## config.mk

```make
export PLATFORM = sky130hd
export DESIGN_NAME = cpu_presence_map
export DESIGN_NICKNAME = d
export VERILOG_FILES = /design/src/rtl/cpu_presence_pkg.sv /design/src/rtl/cpu_evt_decode.sv /design/src/rtl/cpu_map_store.sv /design/src/rtl/cpu_byte_reader.sv /design/src/rtl/cpu_presence_map.sv
export SDC_FILE = /design/constraint.sdc
export NUM_CORES = 1
export LEC_CHECK = 0
export BUFFER_PORTS_ARGS = -buffer_cell sky130_fd_sc_hd__buf_4
export CAP_MARGIN = 5
export CORE_MARGIN = 4
export CORE_UTILIZATION = 29
export CTS_BUF_LIST = sky130_fd_sc_hd__clkbuf_4
export DETAILED_ROUTE_END_ITERATION = 16
export SLEW_MARGIN = 20
export SYNTH_ARGS = -nofsm -noshare
export SYNTH_HDL_FRONTEND = slang
export SYNTH_SLANG_ARGS = --single-unit
```

## constraint.sdc

```tcl
create_clock -name clk -period 2.85 [get_ports clk]
set_clock_uncertainty 0.15 [all_clocks]
set_input_delay 0.285 -clock clk [delete_from_list [all_inputs] [get_ports clk]]
set_output_delay 0.285 -clock clk [all_outputs]
set_load 0.01 [all_outputs]
```

## src/rtl/cpu_presence_pkg.sv

```systemverilog
package cpu_presence_pkg;
   localparam int unsigned BYTE_W = 8;

   typedef enum logic {
      EVT_UNPLUG = 1'b0,
      EVT_PLUG   = 1'b1
   } evt_kind_e;

   typedef struct packed {
      logic      hit;
      evt_kind_e kind;
   } evt_ctl_t;
endpackage

```

## src/rtl/cpu_evt_decode.sv

```systemverilog
module cpu_evt_decode #(
   parameter int unsigned NUM_CPUS = 256,
   parameter int unsigned EVT_ID_W = 9,
   localparam int unsigned NBYTES  = NUM_CPUS / 8,
   localparam int unsigned BSEL_W  = (NBYTES > 1) ? $clog2(NBYTES) : 1
) (
   input  logic                               evt_valid,
   input  logic                               evt_plug,
   input  logic [EVT_ID_W-1:0]                evt_id,
   output cpu_presence_pkg::evt_ctl_t         ctl,
   output logic [NBYTES-1:0]                  byte_sel,
   output logic [cpu_presence_pkg::BYTE_W-1:0] bit_mask
);
   import cpu_presence_pkg::*;

   logic              in_range;
   logic [BSEL_W-1:0] byte_idx;
   logic [2:0]        bit_idx;

   assign in_range = ({1'b0, evt_id} < (EVT_ID_W+1)'(NUM_CPUS));
   assign bit_idx  = evt_id[2:0];

   generate
      if (NBYTES > 1) begin : g_multi
         assign byte_idx = evt_id[BSEL_W+2:3];
      end else begin : g_single
         assign byte_idx = '0;
      end
   endgenerate

   assign ctl.hit  = evt_valid & in_range;
   assign ctl.kind = evt_plug ? EVT_PLUG : EVT_UNPLUG;

   always_comb begin
      byte_sel = '0;
      bit_mask = '0;
      if (ctl.hit) begin
         byte_sel[byte_idx] = 1'b1;
         bit_mask[bit_idx]  = 1'b1;
      end
   end
endmodule

```

## src/rtl/cpu_map_store.sv

```systemverilog
module cpu_map_store #(
   parameter int unsigned NUM_CPUS = 256,
   localparam int unsigned NBYTES  = NUM_CPUS / 8
) (
   input  logic                                clk,
   input  logic                                rst_n,
   input  logic [NUM_CPUS-1:0]                 init_present,
   input  cpu_presence_pkg::evt_ctl_t          ctl,
   input  logic [NBYTES-1:0]                   byte_sel,
   input  logic [cpu_presence_pkg::BYTE_W-1:0] bit_mask,
   output logic [NUM_CPUS-1:0]                 map_q
);
   import cpu_presence_pkg::*;

   for (genvar b = 0; b < NBYTES; b++) begin : g_byte
      logic [BYTE_W-1:0] cur;
      assign cur = map_q[b*BYTE_W +: BYTE_W];
      always_ff @(posedge clk) begin
         if (!rst_n) begin
            map_q[b*BYTE_W +: BYTE_W] <= init_present[b*BYTE_W +: BYTE_W];
         end else if (byte_sel[b]) begin
            if (ctl.kind == EVT_PLUG)
               map_q[b*BYTE_W +: BYTE_W] <= cur | bit_mask;
            else
               map_q[b*BYTE_W +: BYTE_W] <= cur & ~bit_mask;
         end
      end
   end
endmodule

```

## src/rtl/cpu_byte_reader.sv

```systemverilog
module cpu_byte_reader #(
   parameter int unsigned NUM_CPUS = 256,
   localparam int unsigned NBYTES  = NUM_CPUS / 8,
   localparam int unsigned ADDR_W  = (NBYTES > 1) ? $clog2(NBYTES) : 1
) (
   input  logic                                clk,
   input  logic                                rst_n,
   input  logic [NUM_CPUS-1:0]                 map_q,
   input  logic                                rd_en,
   input  logic [ADDR_W-1:0]                   addr,
   output logic [cpu_presence_pkg::BYTE_W-1:0] rd_data
);
   import cpu_presence_pkg::*;

   logic [BYTE_W-1:0] sel_byte;

   always_comb begin
      sel_byte = '0;
      for (int i = 0; i < NBYTES; i++) begin
         if (ADDR_W'(i) == addr) sel_byte = map_q[i*BYTE_W +: BYTE_W];
      end
   end

   always_ff @(posedge clk) begin
      if (!rst_n)     rd_data <= '0;
      else if (rd_en) rd_data <= sel_byte;
   end
endmodule

```

## src/rtl/cpu_presence_map.sv

```systemverilog
module cpu_presence_map #(
   parameter int unsigned NUM_CPUS = 256,
   parameter int unsigned EVT_ID_W = 9,
   parameter int unsigned GPE_BIT  = 2,
   localparam int unsigned NBYTES  = NUM_CPUS / 8,
   localparam int unsigned ADDR_W  = (NBYTES > 1) ? $clog2(NBYTES) : 1
) (
   input  logic                clk,
   input  logic                rst_n,
   input  logic [NUM_CPUS-1:0] init_present,
   input  logic                evt_valid,
   input  logic                evt_plug,
   input  logic [EVT_ID_W-1:0] evt_id,
   input  logic                rd_en,
   input  logic                wr_en,
   input  logic [ADDR_W-1:0]   addr,
   input  logic [7:0]          wr_data,
   output logic [7:0]          rd_data,
   output logic [7:0]          gpe_set
);
   import cpu_presence_pkg::*;

   generate
      if (NUM_CPUS % 8 != 0 || NUM_CPUS < 8) begin : g_bad_cpus
         $error("NUM_CPUS must be a nonzero multiple of 8");
      end
      if ((2 ** EVT_ID_W) < NUM_CPUS) begin : g_bad_idw
         $error("EVT_ID_W too narrow for NUM_CPUS");
      end
      if (GPE_BIT > 7) begin : g_bad_gpe
         $error("GPE_BIT must select a bit of a byte");
      end
   endgenerate

   evt_ctl_t           ctl;
   logic [NBYTES-1:0]  byte_sel;
   logic [BYTE_W-1:0]  bit_mask;
   logic [NUM_CPUS-1:0] cpu_map;
   logic               wr_unused;

   // Window writes are accepted and dropped.
   assign wr_unused = wr_en & (|wr_data);

   cpu_evt_decode #(.NUM_CPUS(NUM_CPUS), .EVT_ID_W(EVT_ID_W)) u_dec (
      .evt_valid (evt_valid),
      .evt_plug  (evt_plug),
      .evt_id    (evt_id),
      .ctl       (ctl),
      .byte_sel  (byte_sel),
      .bit_mask  (bit_mask)
   );

   cpu_map_store #(.NUM_CPUS(NUM_CPUS)) u_store (
      .clk          (clk),
      .rst_n        (rst_n),
      .init_present (init_present),
      .ctl          (ctl),
      .byte_sel     (byte_sel),
      .bit_mask     (bit_mask),
      .map_q        (cpu_map)
   );

   cpu_byte_reader #(.NUM_CPUS(NUM_CPUS)) u_rd (
      .clk     (clk),
      .rst_n   (rst_n),
      .map_q   (cpu_map),
      .rd_en   (rd_en),
      .addr    (addr),
      .rd_data (rd_data)
   );

   always_ff @(posedge clk) begin
      if (!rst_n)       gpe_set <= '0;
      else if (ctl.hit) gpe_set <= 8'(1) << GPE_BIT;
      else              gpe_set <= '0;
   end
endmodule

```

# Word-level counts from Yosys, hierarchy flattened
# Cells that the tools add are included.
classes:
  n_eq_ne: 63
  bitwise: 66
  mux: 136
  reduce_logical: 3
  n_lt_le_gt_ge: 5
ops:
  columns: ["op", "n"]
  rows:
  - ["$mux 8", 129]
  - ["$and 8x8->8", 32]
  - ["$or 8x8->8", 32]
  - ["$eq 5x5->1 const A", 16]
  - ["$ne 2x1->1 const B", 32]
  - ["$eq 4x5->1 const A", 8]
  - ["$mux 32", 1]
  - ["$eq 3x5->1 const A", 4]
  - ["$eq 2x5->1 const A", 2]
  - ["$lt 9x9->1 const B", 1]
  - ["$not 8->8", 1]
  - ["$lt 5x6->1 const B", 1]
  - ["$demux 1 s5", 1]
  - ["$eq 1x5->1 const A", 1]
  - ["$ge 5x1->1 const B", 1]
  - ["$logic_not 5->1", 1]
  - ["$lt 3x4->1 const B", 1]
  - ["$demux 1 s3", 1]
  - ["$ge 3x1->1 const B", 1]
  - ["$mux 1", 3]
  - ["$mux 3", 1]
  - ["$logic_and 1x1->1", 2]
  - ["$and 1x1->1", 1]
totals:
  wordCells: 307
  output_inout_bits: 16
  reg_bits: 272
  in_bits: 284

# Logic depth before layout (Yosys ltp)
# Gate-level depths: netlist of the first run.
logic_depth:
  ltp_word: 33
  mapped_depth: 10
  depth_no_buf: 6

# Cells and area by module
# A second synthesis of the first run with hierarchy kept.
unflattened:
  hier_cells: 2039
  area_unflattened_um2: 16751.1
by_module_without_submodules:
  columns: ["module", "seq_area_each_um2", "cells_each", "area_each_um2", "n_inst"]
  rows:
  - ["cpu_map_store", 7687.4, 1435, 12664.6, 1]
  - ["cpu_byte_reader", 160.2, 532, 3691.0, 1]
  - ["cpu_evt_decode", 0.0, 62, 312.8, 1]
  - ["cpu_presence_map", 20.0, 10, 82.6, 1]

# Worst setup path after synthesis of the first run
# No wires, ideal clock.
synth_timing:
  kind: "input to register"
  startpoint: "input port addr[0]"
  endpoint: "register u_rd.rd_data[7] in the netlist's numbering"
  stages: 9
  setup_slack_ns: 0.929
  setup_ns: 0.117
  n_path_buf: 3
  required_time_ns: 2.583
  t_arrival_ns: 1.653
  path_cell_list: "buf_2 > buf_4 > and2_1 > buf_2 > nand3_1 > o31ai_1 > a222oi_1 > o211ai_1 > a32o_1"
synth_between:
  elab_chain_len: 33
  word_cells_on_any_way: 64
  cone_classes: "eq/ne (31); mux (32); reduce/logical (1)"
synth_rtl:
  columns: ["element", "line_no", "rtl"]
  rows:
  - ["start, declared", "cpu_presence_map.sv:16", "input logic [ADDR_W-1:0] addr,"]
  - ["$logic_not 5->1", "cpu_byte_reader.sv:20", "if (ADDR_W'(i) == addr) sel_byte = map_q[i*BYTE_W +: BYTE_W];"]
  - ["$mux 8 (31 in a row)", "cpu_byte_reader.sv:20", null]
  - ["$mux 8 *", "cpu_byte_reader.sv:20", null]
  - ["end signal, assigned", "cpu_byte_reader.sv:26", "else if (rd_en) rd_data <= sel_byte;"]
  - ["end, declared", "cpu_byte_reader.sv:11", "output logic [cpu_presence_pkg::BYTE_W-1:0] rd_data"]
# Every way passes the cells marked *; elsewhere a longest branch is shown, timed or not.
# A chain may end at the register's enable or synchronous reset.

==> report_table.html, run 1 <==
<table>
<tr><th>Metric</th><th>Value</th></tr>
<tr><th colspan="2">Global routing</th></tr>
<tr><td>Largest net degree at the start of global routing</td><td>89</td></tr>
<tr><td>Vias in the first global route</td><td>around 16k</td></tr>
<tr><td>Number of antenna violations at the first check in global routing</td><td>1</td></tr>
<tr><td>Overflow left after global routing</td><td>0</td></tr>
<tr><td>Tot GR Track Use</td><td>between 20% and 30%</td></tr>
<tr><td>First-pass GRT wire length</td><td>around 100000 um</td></tr>
<tr><th colspan="2">Logic synthesis</th></tr>
<tr><td>Netlist area before placement</td><td>between 15000 and 20000 um2</td></tr>
<tr><td>Post-synthesis register bit count</td><td>~270</td></tr>
<tr><td>Sequential element share of the synthesized area</td><td>51.0%</td></tr>
<tr><td>Distinct cell type count of the synthesized netlist</td><td>78</td></tr>
<tr><td>Post-synth EDFFs</td><td>256</td></tr>
<tr><td>Biggest area contributors in the synthesized netlist</td><td>edfxtp_1, o21ai_0, nor2_1</td></tr>
<tr><td>Count of synthesis-stage warnings from yosys</td><td>0</td></tr>
<tr><td>Share of the synthesized area in the top cell type</td><td>49.8%</td></tr>
<tr><td>Most common library cells after synthesis</td><td>nor2_1, o21ai_0, inv_1</td></tr>
<tr><td>Share of async-settable or async-resettable flops after synthesis</td><td>0%</td></tr>
<tr><td>Post-synth top flop</td><td>edfxtp_1</td></tr>
<tr><td>Synthesized area per cell</td><td>8.79 um2</td></tr>
<tr><td>Largest area contributor in the netlist</td><td>edfxtp_1</td></tr>
<tr><td>Number of standard cells after synthesis</td><td>1756</td></tr>
<tr><td>Top-count cell post-synth</td><td>nor2_1</td></tr>
<tr><th colspan="2">Layout</th></tr>
<tr><td>Number of non-filler instances in the completed layout</td><td>3057</td></tr>
<tr><td>Number of filler cells placed in the layout</td><td>5103</td></tr>
<tr><td>Layout net count</td><td>2613</td></tr>
<tr><td>Growth of design area from synthesis to finish</td><td>43.2%</td></tr>
<tr><td>Fraction of final layout cells with drive strength greater than 1</td><td>a little over a fifth</td></tr>
<tr><th colspan="2">Setup path</th></tr>
<tr><td>Cell class contributing the biggest share of worst-path delay</td><td>buffers and inverters</td></tr>
<tr><td>Endpoint type of the worst setup path</td><td>register</td></tr>
<tr><td>Slowest cell on the critical path</td><td>a21oi_1</td></tr>
<tr><td>Count of buffering cells on the critical path with inverters included</td><td>4</td></tr>
<tr><td>Nature of the critical path startpoint</td><td>primary input</td></tr>
<tr><td>Worst-path cell chain</td><td>dlygate4sd3_1, buf_4, nand2b_1, dlygate4sd3_1, buf_4, nor3_1, a21oi_1, nor2_1</td></tr>
<tr><td>Type of the worst setup path</td><td>primary input to register</td></tr>
<tr><td>Critical path arrival</td><td>3.08 ns</td></tr>
<tr><td>Required time at the endpoint of the critical path</td><td>just over 3 ns</td></tr>
<tr><td>Top fanout value on the critical path</td><td>8</td></tr>
<tr><td>Critical Path Max Stage Delay</td><td>0.92 ns</td></tr>
<tr><th colspan="2">Place</th></tr>
<tr><td>HPWL reported at the end of detailed placement</td><td>slightly above 50000 um</td></tr>
<tr><td>Placed instance count</td><td>2675</td></tr>
<tr><td>Input/output buffers</td><td>283</td></tr>
<tr><td>Placer's final routability congestion estimate</td><td>0.980</td></tr>
<tr><th colspan="2">Detailed routing</th></tr>
<tr><td>Mean number of vias per cell</td><td>5.18</td></tr>
<tr><td>Number of design-rule violations left by the first detailed-router iteration</td><td>1760</td></tr>
<tr><td>Wirelength per Cell</td><td>22.9 um</td></tr>
<tr><td>Number of vias after detailed routing</td><td>15.8k</td></tr>
<tr><td>Number of detailed-routing iterations run before antenna repair</td><td>8</td></tr>
<tr><td>Number of routed nets with antenna violations</td><td>0</td></tr>
<tr><td>Total wirelength of the detailed-routed design</td><td>roughly 70000 um</td></tr>
<tr><td>DRC</td><td>0</td></tr>
<tr><th colspan="2">Power</th></tr>
<tr><td>Leakage power</td><td>9.33 nW</td></tr>
<tr><td>Power per cell area</td><td>450 nW/um2</td></tr>
<tr><td>Max rail drop VDD</td><td>0.207 mV</td></tr>
<tr><th colspan="2">Floorplanning</th></tr>
<tr><td>Area of the die</td><td>57000 um2</td></tr>
<tr><td>DIE HEIGHT</td><td>roughly 240 um</td></tr>
<tr><td>Initial core utilization</td><td>29.3%</td></tr>
<tr><td>Overall die width</td><td>239 um</td></tr>
<tr><td>Core Area</td><td>roughly 53000 um2</td></tr>
<tr><td>Top-Level Pins</td><td>300</td></tr>
<tr><td>Number of placement rows</td><td>84</td></tr>
<tr><th colspan="2">Run status</th></tr>
<tr><td>Outcome</td><td>finished, final reports clean</td></tr>
<tr><th colspan="2">Clocking</th></tr>
<tr><td>TritonCTS clock tree</td><td>done</td></tr>
<tr><td>Postcts setup bufs</td><td>0</td></tr>
<tr><td>CTS sink cnt</td><td>roughly 270</td></tr>
<tr><td>Clock-pin slew of the registers on the worst-case setup and hold paths</td><td>0.07 ns</td></tr>
<tr><td>Largest buffer count on any clock path</td><td>3</td></tr>
<tr><td>Insertion delay of the later-clocked pin in the worst-skew pair</td><td>around 0.7 ns</td></tr>
<tr><td>Htree depth</td><td>3</td></tr>
<tr><td>CTS buffer count</td><td>71</td></tr>
<tr><td>Clock tree root buffer cell</td><td>clkbuf_4</td></tr>
<tr><th colspan="2">Timing</th></tr>
<tr><td>Normalized max-slew margin</td><td>21.0%</td></tr>
<tr><td>Maximum achievable frequency</td><td>352 MHz</td></tr>
<tr><td>Final count of pins violating max slew</td><td>0</td></tr>
<tr><td>Clock period minus worst slack</td><td>roughly 2.8 ns</td></tr>
<tr><td>Crit share post-route</td><td>~100%</td></tr>
<tr><td>Final Hold Viols</td><td>0</td></tr>
<tr><td>Sum Neg Setup Slack</td><td>0 ns</td></tr>
<tr><td>RSZ-0062 raised after global routing</td><td>false</td></tr>
<tr><td>Slew of the pin with the lowest slew margin</td><td>1.18 ns</td></tr>
<tr><td>Setup Viol. Count Final</td><td>0</td></tr>
<tr><th colspan="2">Worst hold path</th></tr>
<tr><td>Hold/Removal Path Class</td><td>primary input to register</td></tr>
<tr><th colspan="2">Job</th></tr>
<tr><td>Maximum capacitance violations</td><td>0</td></tr>
</table>
## logic make-up (layout without fill, tap and decap cells)
kind of cell           Yosys count  after routing  share of synthesized area [%]
AOI/OAI and AO/OA              528            528                           19.9
buffers and inverters          413           1019                           10.8
DFF                            265            265                           51.0
muxes                           54             54                           4.04
other                            1              8                         0.0243
and+or+nand+nor                495            495                           14.3
## tightest hold or removal path: stages
cell and delay (ns):
buf_4 0.13, nand3b_1 0.15, nor2_1 0.12, nor2_1 0.06, nor2_1 0.10
## final cells by class
type / instances / area [um2] / area share [%]
Inverter: 268 / 1010 / 4.55
Clock buffer: 93 / 698 / 3.16
Tap cell: 688 / 861 / 3.89
Timing Repair Buffer: 639 / 5560 / 25.2
Sequential cell: 265 / 7870 / 35.6
Antenna cell: 1 / 2.50 / 0.0113
Multi-Input combinational cell: 1084 / 5990 / 27.1
Clock inverter: 19 / 123 / 0.555
## power breakdown
group | total, mW | internal [mW] | switching, mW
Clock | 3.22 | 1.61 | 1.61
Combinational | 1.97 | 0.901 | 1.06
Sequential | 4.76 | 4.61 | 0.153
## timing repair
item	CTS	global route
hold buffers	269	0
resized for setup	0	2
endpoints found under the hold margin	265	0
endpoints found under the setup margin	0	15
## final timing paths
kind                   start               to  slack, ns  depth (start not counted)
max                evt_valid         register      0.009                          8
min                evt_id[7]         register       0.11                          5
max reg2reg         register  u_rd.rd_data[7]       0.82                          6
min reg2reg  u_rd.rd_data[5]  u_rd.rd_data[5]       0.45                          2
## routing by layer
layer | routed length [um] | vias up | share of wire [%] | GRT usage (%)
met5 | 0 | - | 0 | 0
met3 | 6200 | 145 | 8.9 | 4.91
li1 | - | 7198 | - | -
met4 | 2340 | 0 | 3.4 | 7.99
met2 | 32200 | 905 | 46 | 38.5
met1 | 29200 | 7586 | 42 | 31.9
## through the flow
| step | power, mW | setup slack [ns] | utilization, % | area (um2) | hold slack [ns] |
|---|---|---|---|---|---|
| 2_1_floorplan | 5.56 | 0.929 | - | 15500 | 0.369 |
| 3_3_place_gp | 6.44 | 0.263 | 35.3 | 18600 | 0.408 |
| 3_5_place_dp | 6.46 | 0.272 | 35.3 | 18600 | 0.422 |
| 4_1_cts | 9.96 | 0.159 | 41.9 | 22100 | 0.0331 |
| 5_1_grt | 10.4 | 0.0255 | 42.0 | 22100 | 0.0813 |
| 6_report | 9.95 | 0.00870 | 42.0 | 22100 | 0.110 |
## cell usage in the layout, fill, tap and decap left out, drive strengths merged, types with 6 or more instances in the layout
cell	count
dfxtp	9
nor2	332
clkbuf	93
nand2	48
a2bb2oi	6
conb	7
a22oi	7
mux2i	32
nand2b	12
nor3	15
buf	370
and3	6
a221oi	9
a31oi	9
o211ai	10
o21ai	315
o221ai	8
a211oi	8
a21oi	75
dlygate4sd3	269
nand3	21
inv	269
nand3b	9
edfxtp	256
o22ai	18
nor2b	15
nor3b	10
o31ai	7
clkinv	16
mux2	17
Power figures use the tool's default switching activity.
==> inputs of run 2 (changes only) <==
Settings changed: BUFFER_PORTS_ARGS -buffer_cell sky130_fd_sc_hd__buf_4 to -buffer_cell sky130_fd_sc_hd__buf_2, CTS_CLUSTER_DIAMETER set to 80.
==> report_table.html, run 2 (synthesized netlist as in run 1, its figures left out) <==
<table>
<tr><th>Metric</th><th>Value</th></tr>
<tr><th colspan="2">Timing</th></tr>
<tr><td>Crit share post-route</td><td>102% (+1.9 points)</td></tr>
<tr><td>Final WS setup</td><td>-0.0447 ns (-0.0534 ns)</td></tr>
<tr><td>Maximum achievable frequency</td><td>345 MHz (-1.8%)</td></tr>
<tr><td>Final count of pins violating max slew</td><td>0 (unchanged)</td></tr>
<tr><td>Hold WS</td><td>0.0781 ns (-0.0318 ns)</td></tr>
<tr><td>Clock period minus worst slack</td><td>2.89 ns (+0.0534 ns)</td></tr>
<tr><td>Slew of the pin with the lowest slew margin</td><td>1.15 ns (-0.0303 ns)</td></tr>
<tr><td>RSZ-0062 raised after global routing</td><td>true</td></tr>
<tr><td>Final Hold Viols</td><td>0 (unchanged)</td></tr>
<tr><td>Normalized max-slew margin</td><td>23.0% (+2.0 points)</td></tr>
<tr><td>Setup Viol. Count Final</td><td>14 (+14)</td></tr>
<tr><th colspan="2">Power</th></tr>
<tr><td>Overall power consumption</td><td>10.0 mW (+0.52%)</td></tr>
<tr><td>Max rail drop VDD</td><td>0.190 mV (-8.4%)</td></tr>
<tr><td>Power per cell area</td><td>466 nW/um2 (+3.5%)</td></tr>
<tr><td>Leakage power</td><td>9.13 nW (-2.2%)</td></tr>
<tr><th colspan="2">Clocking</th></tr>
<tr><td>Largest buffer count on any clock path</td><td>3 (unchanged)</td></tr>
<tr><td>Clock-pin slew of the registers on the worst-case setup and hold paths</td><td>0.08 ns (about the same)</td></tr>
<tr><td>TritonCTS clock tree</td><td>done</td></tr>
<tr><td>CTS buffer count</td><td>71 (unchanged)</td></tr>
<tr><td>Postcts setup bufs</td><td>0 (unchanged)</td></tr>
<tr><td>Insertion delay of the later-clocked pin in the worst-skew pair</td><td>0.74 ns (+0.02 ns)</td></tr>
<tr><td>Htree depth</td><td>3 (unchanged)</td></tr>
<tr><td>CTS sink cnt</td><td>265 (unchanged)</td></tr>
<tr><td>Clock tree root buffer cell</td><td>clkbuf_4</td></tr>
<tr><th colspan="2">Place</th></tr>
<tr><td>HPWL reported at the end of detailed placement</td><td>50700 um (+0.63%)</td></tr>
<tr><td>Placement-stage worst setup slack</td><td>0.192 ns (-0.0801 ns)</td></tr>
<tr><td>Placed instance count</td><td>2681 (+0.22%)</td></tr>
<tr><td>Input/output buffers</td><td>283 (unchanged)</td></tr>
<tr><td>Placer's final routability congestion estimate</td><td>1.01 (+3.6%)</td></tr>
<tr><th colspan="2">Detailed routing</th></tr>
<tr><td>Number of vias after detailed routing</td><td>15.9k (+0.37%)</td></tr>
<tr><td>Mean number of vias per cell</td><td>5.17 (-0.16%)</td></tr>
<tr><td>Number of routed nets with antenna violations</td><td>0 (unchanged)</td></tr>
<tr><td>DRC</td><td>0 (unchanged)</td></tr>
<tr><td>Number of design-rule violations left by the first detailed-router iteration</td><td>1853 (+5.3%)</td></tr>
<tr><td>Wirelength per Cell</td><td>22.4 um (-1.8%)</td></tr>
<tr><td>Number of detailed-routing iterations run before antenna repair</td><td>6 (-2)</td></tr>
<tr><td>Total wirelength of the detailed-routed design</td><td>69000 um (-1.3%)</td></tr>
<tr><th colspan="2">Run status</th></tr>
<tr><td>Outcome</td><td>complete, but fails checks</td></tr>
<tr><td>Failing checks</td><td>negative setup slack</td></tr>
<tr><th colspan="2">Layout</th></tr>
<tr><td>Number of filler cells placed in the layout</td><td>5252 (+2.9%)</td></tr>
<tr><td>Layout net count</td><td>2614 (+0.038%)</td></tr>
<tr><td>Number of non-filler instances in the completed layout</td><td>3073 (+0.52%)</td></tr>
<tr><td>Growth of design area from synthesis to finish</td><td>39.1%</td></tr>
<tr><td>Most used cells in the layout excluding fill and tap cells</td><td>nor2_1, o21ai_0, buf_2, inv_1, dlygate4sd3_1</td></tr>
<tr><td>Most common library cell in the layout ignoring fill and taps</td><td>nor2_1</td></tr>
<tr><td>Fraction of final layout cells with drive strength greater than 1</td><td>22.4% (+0.48 points)</td></tr>
<tr><th colspan="2">Setup path</th></tr>
<tr><td>Top cell by count, worst path</td><td>dlygate4sd3_1</td></tr>
<tr><td>Worst-path cell chain</td><td>dlygate4sd3_1, buf_2, nand2b_1, dlygate4sd3_1, buf_4, nor3b_1, a21oi_1, nor2_1</td></tr>
<tr><td>Count of buffering cells on the critical path with inverters included</td><td>4 (unchanged)</td></tr>
<tr><td>Critical path arrival</td><td>3.15 ns (+0.07 ns)</td></tr>
<tr><td>Cell class contributing the biggest share of worst-path delay</td><td>buffers and inverters</td></tr>
<tr><td>Internal reg-to-reg setup slack</td><td>0.28 ns (-0.54 ns)</td></tr>
<tr><td>Critical Path Max Stage Delay</td><td>0.62 ns (-0.30 ns)</td></tr>
<tr><td>Nature of the critical path startpoint</td><td>primary input</td></tr>
<tr><td>Slowest cell on the critical path</td><td>dlygate4sd3_1</td></tr>
<tr><td>Required time at the endpoint of the critical path</td><td>3.10 ns (about the same)</td></tr>
<tr><td>R2r worst-path depth</td><td>7 (+1)</td></tr>
<tr><td>Top fanout value on the critical path</td><td>8 (unchanged)</td></tr>
<tr><td>Endpoint of the worst register-to-register path</td><td>u_rd.rd_data[1]</td></tr>
<tr><td>Type of the worst setup path</td><td>primary input to register</td></tr>
<tr><td>Endpoint type of the worst setup path</td><td>register</td></tr>
<tr><th colspan="2">Floorplanning</th></tr>
<tr><td>DIE HEIGHT</td><td>239 um (unchanged)</td></tr>
<tr><td>Area of the die</td><td>57000 um2 (unchanged)</td></tr>
<tr><td>Core Area</td><td>52700 um2 (unchanged)</td></tr>
<tr><td>Overall die width</td><td>239 um (unchanged)</td></tr>
<tr><td>Number of placement rows</td><td>84 (unchanged)</td></tr>
<tr><td>Initial core utilization</td><td>29.3% (unchanged)</td></tr>
<tr><td>Top-Level Pins</td><td>300 (unchanged)</td></tr>
<tr><th colspan="2">Worst hold path</th></tr>
<tr><td>Hold/Removal Path Class</td><td>primary input to register</td></tr>
<tr><td>Worst-case hold path end point</td><td>u_rd.rd_data[2]</td></tr>
<tr><td>Number of stages on the worst hold path</td><td>4 (-1)</td></tr>
<tr><td>Startpoint of the most critical hold path</td><td>addr[1]</td></tr>
<tr><th colspan="2">Global routing</th></tr>
<tr><td>Number of antenna violations at the first check in global routing</td><td>5 (+4)</td></tr>
<tr><td>Overflow left after global routing</td><td>0 (unchanged)</td></tr>
<tr><td>First-pass GRT wire length</td><td>99700 um (-1.6%)</td></tr>
<tr><td>Tot GR Track Use</td><td>23.3% (-0.47 points)</td></tr>
<tr><td>Largest net degree at the start of global routing</td><td>156 (+75%)</td></tr>
<tr><td>Vias in the first global route</td><td>15.9k (-1.7%)</td></tr>
<tr><th colspan="2">Job</th></tr>
<tr><td>Maximum capacitance violations</td><td>0 (unchanged)</td></tr>
</table>
run 2: changes by cell type in the layout (fill, tap and decap cells not counted), sizes merged:
cell / before / now
clkbuf: 93 / 103
buf: 370 / 375
clkinvlp: 1 / 0
diode: 1 / 5
dlygate4sd3: 269 / 264
clkinv: 16 / 17
inv: 269 / 271
run 2: area by class of cell:
class	instances	area, um2	area share [%]
Multi-Input combinational cell	1084	6000	27.9
Clock buffer	102	766	3.57
Clock inverter	21	108	0.501
Tap cell	688	861	4.01
Inverter	268	1010	4.69
Sequential cell	265	7870	36.7
Antenna cell	5	12.5	0.0583
Timing Repair Buffer	640	4850	22.6
run 2: power breakdown:
part | switching, mW | leakage, nW | internal, mW
Clock | 1.66 | 0.530 | 1.74
Combinational | 1.05 | 6.28 | 0.793
Sequential | 0.151 | 2.32 | 4.61
run 2: metrics by stage:
stage	area, um2	utilization, %	setup TNS [ns]
after floorplan	15500	-	0
after global placement	17900	34.0	0
after detailed placement	17900	34.0	0
after CTS	21400	40.7	0
after global routing	21500	40.8	-0.958
final	21500	40.8	-0.359
run 2: how the worst max path moves through the flow:
stage	slack [ns]	depth (start not counted)	from	end
2_1_floorplan	0.93	9	addr[0]	u_rd.rd_data[7]
3_3_place_gp	0.24	7	addr[1]	u_rd.rd_data[5]
3_5_place_dp	0.19	7	addr[3]	u_rd.rd_data[5]
4_1_cts	0.1	8	evt_valid	register
5_1_grt	-0.08	8	evt_valid	register
6_report	-0.04	8	evt_valid	register
run 2: metal layers:
metal,part of all wire (%),global-route usage [%],wire length (um),vias up
met3,9.8,4.71,6770,144
met2,46,37.1,31500,939
li1,-,-,-,7218
met1,41,31.7,28400,7585
met5,0.059,0,41,-
met4,3.3,8.37,2280,6
run 2: worst reg2reg max path: stages (launching register included):
cell           delay, ns
edfxtp_1            0.42
o21a_1              0.23
o21ai_0             0.17
a21oi_1             0.09
o221ai_1            0.19
dlygate4sd3_1       0.60
a31oi_1             0.04
dlygate4sd3_1       0.58
run 2: what timing repair did:
action,in CTS,in global routing
resized for setup,0,2
hold endpoints to repair,264,0
hold buffers,264,0
setup endpoints to repair,0,24
